$ cat src/rtl/sdram_cmd_ctrl.sv
module sdram_cmd_ctrl #(
  parameter int ROW_W  = 13,
  parameter int COL_W  = 9,
  parameter int BANK_W = 2,
  parameter int DQ_W   = 16,
  parameter int T_INIT = 10,
  parameter int T_RCD  = 2,
  parameter int T_RP   = 2,
  parameter int T_RC   = 6,
  parameter int T_MRD  = 2,
  parameter int T_WR   = 2,
  parameter int REFI   = 390
) (
  input  logic                            clk,
  input  logic                            rst_n,
  input  logic                            cfg_cas3,
  input  logic                            req_valid,
  input  logic                            req_write,
  input  logic [BANK_W+ROW_W+COL_W-1:0]   req_addr,
  input  logic [DQ_W-1:0]                 req_wdata,
  input  logic [DQ_W/8-1:0]               req_wmask,
  output logic                            req_ready,
  output logic                            rd_valid,
  output logic [DQ_W-1:0]                 rd_data,
  output logic                            init_done,
  output logic                            sd_cke,
  output logic                            sd_cs_n,
  output logic                            sd_ras_n,
  output logic                            sd_cas_n,
  output logic                            sd_we_n,
  output logic [BANK_W-1:0]               sd_ba,
  output logic [ROW_W-1:0]                sd_addr,
  output logic [DQ_W/8-1:0]               sd_dqm,
  output logic [DQ_W-1:0]                 sd_dq_out,
  output logic                            sd_dq_oe,
  input  logic [DQ_W-1:0]                 sd_dq_in
);
  localparam int AW = BANK_W + ROW_W + COL_W;
  localparam int MW = DQ_W / 8;
  localparam int WW = $clog2(T_INIT + T_RC + T_RP + T_MRD + T_WR + 8);
  localparam int FW = $clog2(REFI + 1);

  localparam logic [3:0] C_NOP = 4'b0111;
  localparam logic [3:0] C_ACT = 4'b0011;
  localparam logic [3:0] C_RD  = 4'b0101;
  localparam logic [3:0] C_WR  = 4'b0100;
  localparam logic [3:0] C_PRE = 4'b0010;
  localparam logic [3:0] C_REF = 4'b0001;
  localparam logic [3:0] C_LMR = 4'b0000;

  logic [3:0]        cmd_q, nx_cmd;
  logic [BANK_W-1:0] nx_ba, obank_q;
  logic [ROW_W-1:0]  nx_a, orow_q;
  logic [WW-1:0]     wait_q, rc_q, nx_wait;
  logic              nx_load;
  logic [2:0]        step_q, rsh_q;
  logic              init_q, cl3_q, open_q, ref_pend_q;
  logic [FW-1:0]     refi_q;

  wire [BANK_W-1:0] rq_bank = req_addr[AW-1 -: BANK_W];
  wire [ROW_W-1:0]  rq_row  = req_addr[COL_W +: ROW_W];
  wire [COL_W-1:0]  rq_col  = req_addr[COL_W-1:0];
  wire              hit     = open_q && (obank_q == rq_bank) && (orow_q == rq_row);
  wire              cap     = cl3_q ? rsh_q[2] : rsh_q[1];

  assign {sd_cs_n, sd_ras_n, sd_cas_n, sd_we_n} = cmd_q;
  assign init_done = init_q;

  always_comb begin
    nx_cmd = C_NOP; nx_ba = '0; nx_a = '0; nx_load = 1'b0; nx_wait = '0; req_ready = 1'b0;
    if (wait_q == '0) begin
      if (!init_q) begin
        nx_load = 1'b1;
        case (step_q)
          3'd0: nx_wait = WW'(1);
          3'd1: begin nx_cmd = C_PRE; nx_a[10] = 1'b1; nx_wait = WW'(T_RP - 1); end
          3'd2, 3'd3: begin nx_cmd = C_REF; nx_wait = WW'(T_RC - 1); end
          3'd4: begin
            nx_cmd = C_LMR; nx_a[6:4] = cfg_cas3 ? 3'd3 : 3'd2; nx_wait = WW'(T_MRD - 1);
          end
          default: nx_load = 1'b0;
        endcase
      end else if (ref_pend_q) begin
        if (open_q) begin
          nx_cmd = C_PRE; nx_a[10] = 1'b1; nx_load = 1'b1; nx_wait = WW'(T_RP - 1);
        end else if (rc_q == '0) begin
          nx_cmd = C_REF; nx_load = 1'b1; nx_wait = WW'(T_RC - 1);
        end
      end else if (req_valid) begin
        if (hit) begin
          req_ready = 1'b1;
          nx_cmd = req_write ? C_WR : C_RD;
          nx_ba = rq_bank;
          nx_a[COL_W-1:0] = rq_col;
          nx_load = 1'b1;
          nx_wait = req_write ? WW'(T_WR - 1) : (cl3_q ? WW'(3) : WW'(2));
        end else if (open_q) begin
          nx_cmd = C_PRE; nx_ba = obank_q; nx_load = 1'b1; nx_wait = WW'(T_RP - 1);
        end else if (rc_q == '0) begin
          nx_cmd = C_ACT; nx_ba = rq_bank; nx_a = rq_row; nx_load = 1'b1; nx_wait = WW'(T_RCD - 1);
        end
      end
    end
  end

  always_ff @(posedge clk) begin
    if (!rst_n) begin
      cmd_q <= C_NOP; sd_ba <= '0; sd_addr <= '0; sd_cke <= 1'b0; sd_dqm <= '1;
      sd_dq_out <= '0; sd_dq_oe <= 1'b0;
      wait_q <= WW'(T_INIT - 1); rc_q <= '0; step_q <= '0; init_q <= 1'b0; cl3_q <= 1'b0;
      open_q <= 1'b0; obank_q <= '0; orow_q <= '0; ref_pend_q <= 1'b0;
      refi_q <= FW'(REFI - 1); rsh_q <= '0; rd_valid <= 1'b0; rd_data <= '0;
    end else begin
      cmd_q   <= nx_cmd;
      sd_ba   <= nx_ba;
      sd_addr <= nx_a;
      sd_dq_oe <= (nx_cmd == C_WR);
      if (nx_cmd == C_WR) sd_dq_out <= req_wdata;
      if (init_q) sd_dqm <= (nx_cmd == C_WR) ? req_wmask : {MW{1'b0}};

      if (nx_load) wait_q <= nx_wait;
      else if (wait_q != '0) wait_q <= wait_q - 1'b1;

      if (nx_cmd == C_ACT || nx_cmd == C_REF) rc_q <= WW'(T_RC - 1);
      else if (rc_q != '0) rc_q <= rc_q - 1'b1;

      if (!init_q && wait_q == '0) begin
        if (step_q == 3'd0) sd_cke <= 1'b1;
        if (step_q == 3'd5) init_q <= 1'b1;
        else step_q <= step_q + 1'b1;
      end
      if (nx_cmd == C_LMR) cl3_q <= cfg_cas3;

      if (nx_cmd == C_ACT) begin
        open_q <= 1'b1; obank_q <= nx_ba; orow_q <= nx_a;
      end else if (nx_cmd == C_PRE) begin
        open_q <= 1'b0;
      end

      if (init_q && nx_cmd == C_REF) ref_pend_q <= 1'b0;
      if (init_q) begin
        if (refi_q == '0) begin
          refi_q <= FW'(REFI - 1);
          ref_pend_q <= 1'b1;
        end else begin
          refi_q <= refi_q - 1'b1;
        end
      end

      rsh_q    <= {rsh_q[1:0], cmd_q == C_RD};
      rd_valid <= cap;
      if (cap) rd_data <= sd_dq_in;
    end
  end

  p_ready_valid_r10: assert property (@(posedge clk) disable iff (!rst_n)
    req_ready |-> req_valid);
  p_cke_first_r2: assert property (@(posedge clk) disable iff (!rst_n)
    (cmd_q != C_NOP) |-> $past(sd_cke));
  p_no_access_early_r2: assert property (@(posedge clk) disable iff (!rst_n)
    !init_done |-> !(cmd_q == C_ACT || cmd_q == C_RD || cmd_q == C_WR));
  p_nop_after_cmd_r6: assert property (@(posedge clk) disable iff (!rst_n)
    (cmd_q != C_NOP) |=> (cmd_q == C_NOP));
  p_rd_pulse_r7: assert property (@(posedge clk) disable iff (!rst_n)
    rd_valid |=> !rd_valid);
  p_ref_closed_r9: assert property (@(posedge clk) disable iff (!rst_n)
    (init_done && cmd_q == C_REF) |-> !open_q);
endmodule

$ cat config.mk
export PLATFORM = sky130hd
export DESIGN_NAME = sdram_cmd_ctrl
export DESIGN_NICKNAME = d
export VERILOG_FILES = /design/src/rtl/sdram_cmd_ctrl.sv
export SDC_FILE = /design/constraint.sdc
export NUM_CORES = 1
export LEC_CHECK = 0
export BUFFER_PORTS_ARGS = -buffer_cell sky130_fd_sc_hd__buf_2
export CAP_MARGIN = 20
export CORE_MARGIN = 3
export CORE_UTILIZATION = 56
export DETAILED_ROUTE_END_ITERATION = 12
export PLACE_DENSITY = 0.85
export SETUP_SLACK_MARGIN = 0.02
export SLEW_MARGIN = 20
export SYNTH_ARGS = -nofsm -noshare
export SYNTH_HDL_FRONTEND = slang
export SYNTH_SLANG_ARGS = --single-unit
$ cat constraint.sdc
create_clock -name clk -period 5.7 [get_ports clk]
set_input_delay 0.285 -clock clk [delete_from_list [all_inputs] [get_ports clk]]
set_output_delay 0.285 -clock clk [all_outputs]
set_load 0.005 [all_outputs]
==> results.json <==
{
  "status": "finished, final reports clean",
  "syn_area_per_cell_um2": 8.607,
  "ys_types": 59,
  "r2r_start": "wait_q[0]$_SDFFE_PN1P_",
  "start_util_pct": 58.67,
  "crit_end": "sd_dq_out[1]$_SDFFE_PN0P_",
  "r2r_cells": 8,
  "arrival_ps": 3430,
  "netlist_area_mm2": 0.004347,
  "portBuffers": 119,
  "grt_pass1_wl_mm": 16.15,
  "hold_buffers": 0,
  "slew_headroom_pct": 32.46,
  "dp_hpwl_mm": 7.208,
  "placedCellCount": 695,
  "clockRootBuffer": "clkbuf_8",
  "critPathLaunchType": "flip-flop",
  "viasPerCell": 5.501,
  "crit_required_ps": 5980,
  "worstPathMaxFanout": 18,
  "nets": 677,
  "final_area_mm2": 0.005135,
  "fp.dieH_um": 94.10,
  "fp.dieW_um": 94.10,
  "clkSlewWorstSetupHoldPaths_ps": 90,
  "dieArea_mm2": 0.008855,
  "ys_seq_elements": 99,
  "grt_overflow": 0,
  "final_cell_mix": "119 x buf_2, 99 x nand2_1, 99 x dfxtp_1, 35 x a21oi_1, 31 x nor2_1",
  "cts_tree": "built",
  "cts_buffers": 9,
  "ios": 121,
  "grt_max_degree": 81,
  "hold_viol_final": 0,
  "period_share_pct": 55.24,
  "post-cts-setup-buffers": 0,
  "synth_cells": 505,
  "cts_sinks": 99,
  "drive_gt1_share_pct": 24.71,
  "place.gp.congestion": 0.8523,
  "antenna_cells": 0,
  "finalNonFillerCells": 710,
  "fin_crit_ps": 3149,
  "vias": 3906,
  "power_mw": 1.348,
  "ir_worst_vdd_mv": 0.2349,
  "n_fill_cell": 595,
  "slew_viol_final": 0,
  "synth_flop_cell": "dfxtp_1",
  "timing.rr.end": "sd_dq_out[1]$_SDFFE_PN0P_",
  "setup_viol": 0,
  "drc": 0,
  "drv_cap": 0,
  "ys_seq_area_share_pct": 45.60,
  "fin_skew_ps": 14.43,
  "antenna_found_initial": 0,
  "wl_per_cell_um": 14.04,
  "grt_pass1_vias": 3652,
  "cts_resized": 0,
  "path_class": "flip-flop to flip-flop",
  "tightest_slew_ps": 1010,
  "crit_path_start": "wait_q[0]$_SDFFE_PN1P_",
  "drtAntennaViolNets": 0,
  "clk_latency_ps": 360,
  "core_area_mm2": 0.007408,
  "async_flop_share_pct": 0,
  "clock_path_buffers": 2,
  "htreeDepth": 3,
  "leakage_nw": 2.122,
  "cp-end-kind": "flip-flop",
  "grt_usage_pct": 22.74,
  "final_common_cell": "buf_2",
  "rows": 31,
  "tns_ps": 0,
  "synth_fp_nets": 575,
  "p_per_area_mw_per_mm2": 262.4,
  "syn2layout_area_growth_pct": 18.13,
  "place_area_mm2": 0.004947,
  "wl_mm": 9.969,
  "ys_warn_count": 0,
  "drt_iter0_drc": 233,
  "min_path_type": "input pin to flip-flop",
  "rrSetupSlack_ps": 2550,
  "fmax_mhz": 317.6,
  "rsz0062_at_grt": "false",
  "synth_enable_flop_cells": 0,
  "first_pass_iters": 7
}
## layer usage
metal  vias up  track usage [%]  wire length, um
met5         -                0                0
met1      1833            27.70             4185
met3        17            5.449              598
met2       120            38.56             5006
met4         0            8.905              178
li1       1936                -                -
## cells in the mapped netlist (4+ instances only)
| cell | n | area, um^2 |
|---|---|---|
| dfxtp_1 | 99 | 1982 |
| nand2_1 | 99 | 371.6 |
| a21oi_1 | 35 | 175.2 |
| nor2_1 | 31 | 116.4 |
| nand3_1 | 28 | 140.1 |
| clkbuf_1 | 24 | 90.09 |
| xnor2_1 | 21 | 183.9 |
| mux2i_1 | 20 | 200.2 |
| nor3_1 | 16 | 80.08 |
| inv_1 | 11 | 41.29 |
| o21ai_1 | 11 | 55.05 |
| and3_1 | 10 | 62.56 |
| a22oi_1 | 7 | 52.55 |
| and2_1 | 7 | 43.79 |
| ha_1 | 7 | 87.58 |
| nor4_1 | 6 | 37.54 |
| nand4_1 | 5 | 31.28 |
| o21ai_0 | 5 | 25.02 |
| xor2_1 | 4 | 35.03 |
## stage by stage
| stage | hold WS (ps) | util (%) | setup slack [ps] |
|---|---|---|---|
| 3_5_place_dp | 422.3 | 66.78 | 2590 |
| 6_report | 137.0 | 69.31 | 2551 |
| 3_3_place_gp | 399.4 | 66.78 | 2717 |
| 2_1_floorplan | 411.9 | - | 3300 |
| 4_1_cts | 117.6 | 69.31 | 2569 |
| 5_1_grt | 139.4 | 69.31 | 2383 |
## logic make-up after synthesis
family          count (synthesis)  share of synthesized area [%]
simple gates                  220                          24.41
flops                          99                          45.60
compound gates                 87                          13.04
buf+inv                        43                          4.433
xor+xnor                       25                          5.037
mux                            23                          5.383
fa+ha+maj                       7                          2.015
other cells                     1                        0.08627
## power breakdown
group	switching (mW)	internal, mW
sequential	0.0183	0.710
combinational	0.102	0.0808
clock	0.233	0.203
## worst min path at each step
stage,start,to,slack (ps),cells past startpoint
global placement,cmd_q[1]$_SDFF_PN1_,rsh_q[0]$_SDFF_PN0_,400,1
detailed placement,cmd_q[1]$_SDFF_PN1_,rsh_q[0]$_SDFF_PN0_,420,1
floorplan,rsh_q[0]$_SDFF_PN0_,rsh_q[1]$_SDFF_PN0_,410,1
global route,req_wdata[8],sd_dq_out[8]$_SDFFE_PN0P_,140,3
CTS,req_wmask[1],sd_dqm[1]$_SDFFE_PN1P_,120,2
finish,req_wmask[1],sd_dqm[1]$_SDFFE_PN1P_,140,2
## worst max-delay path, cell delays in order (launching register included)
cell and delay, ps:
dfxtp_1 340, inv_1 60, ha_1 210, or4b_1 600, a31o_4 280, nor3b_4 210, a31oi_2 200, nor3_4 890
mux2i_1 290
## flip-flops by register name, summed over array words and instances, names as in the netlist
| name | count |
|---|---|
| init_done | 1 |
| rc_q | 5 |
| cl3_q | 1 |
| wait_q | 5 |
| sd_dq_oe | 1 |
| sd_dq_out | 16 |
| rsh_q | 3 |
| sd_ba | 2 |
| step_q | 3 |
| refi_q | 9 |
| rd_data | 16 |
| sd_addr | 13 |
| orow_q | 13 |
| sd_dqm | 2 |
| open_q | 1 |
| rd_valid | 1 |
| ref_pend_q | 1 |
| cmd_q | 3 |
| sd_cke | 1 |
| obank_q | 2 |
## final cells by class
class	instances	area [um^2]	area share (%)
well taps	99	123.9	2.412
inverters	12	45.04	0.8772
clock buffers	10	127.6	2.485
multi-input cells	363	2178	42.42
flip-flops and latches	99	1982	38.60
clock inverters	5	60.06	1.170
repair buffers	122	618.1	12.04
No activity file was read; power rests on OpenSTA's default activity.
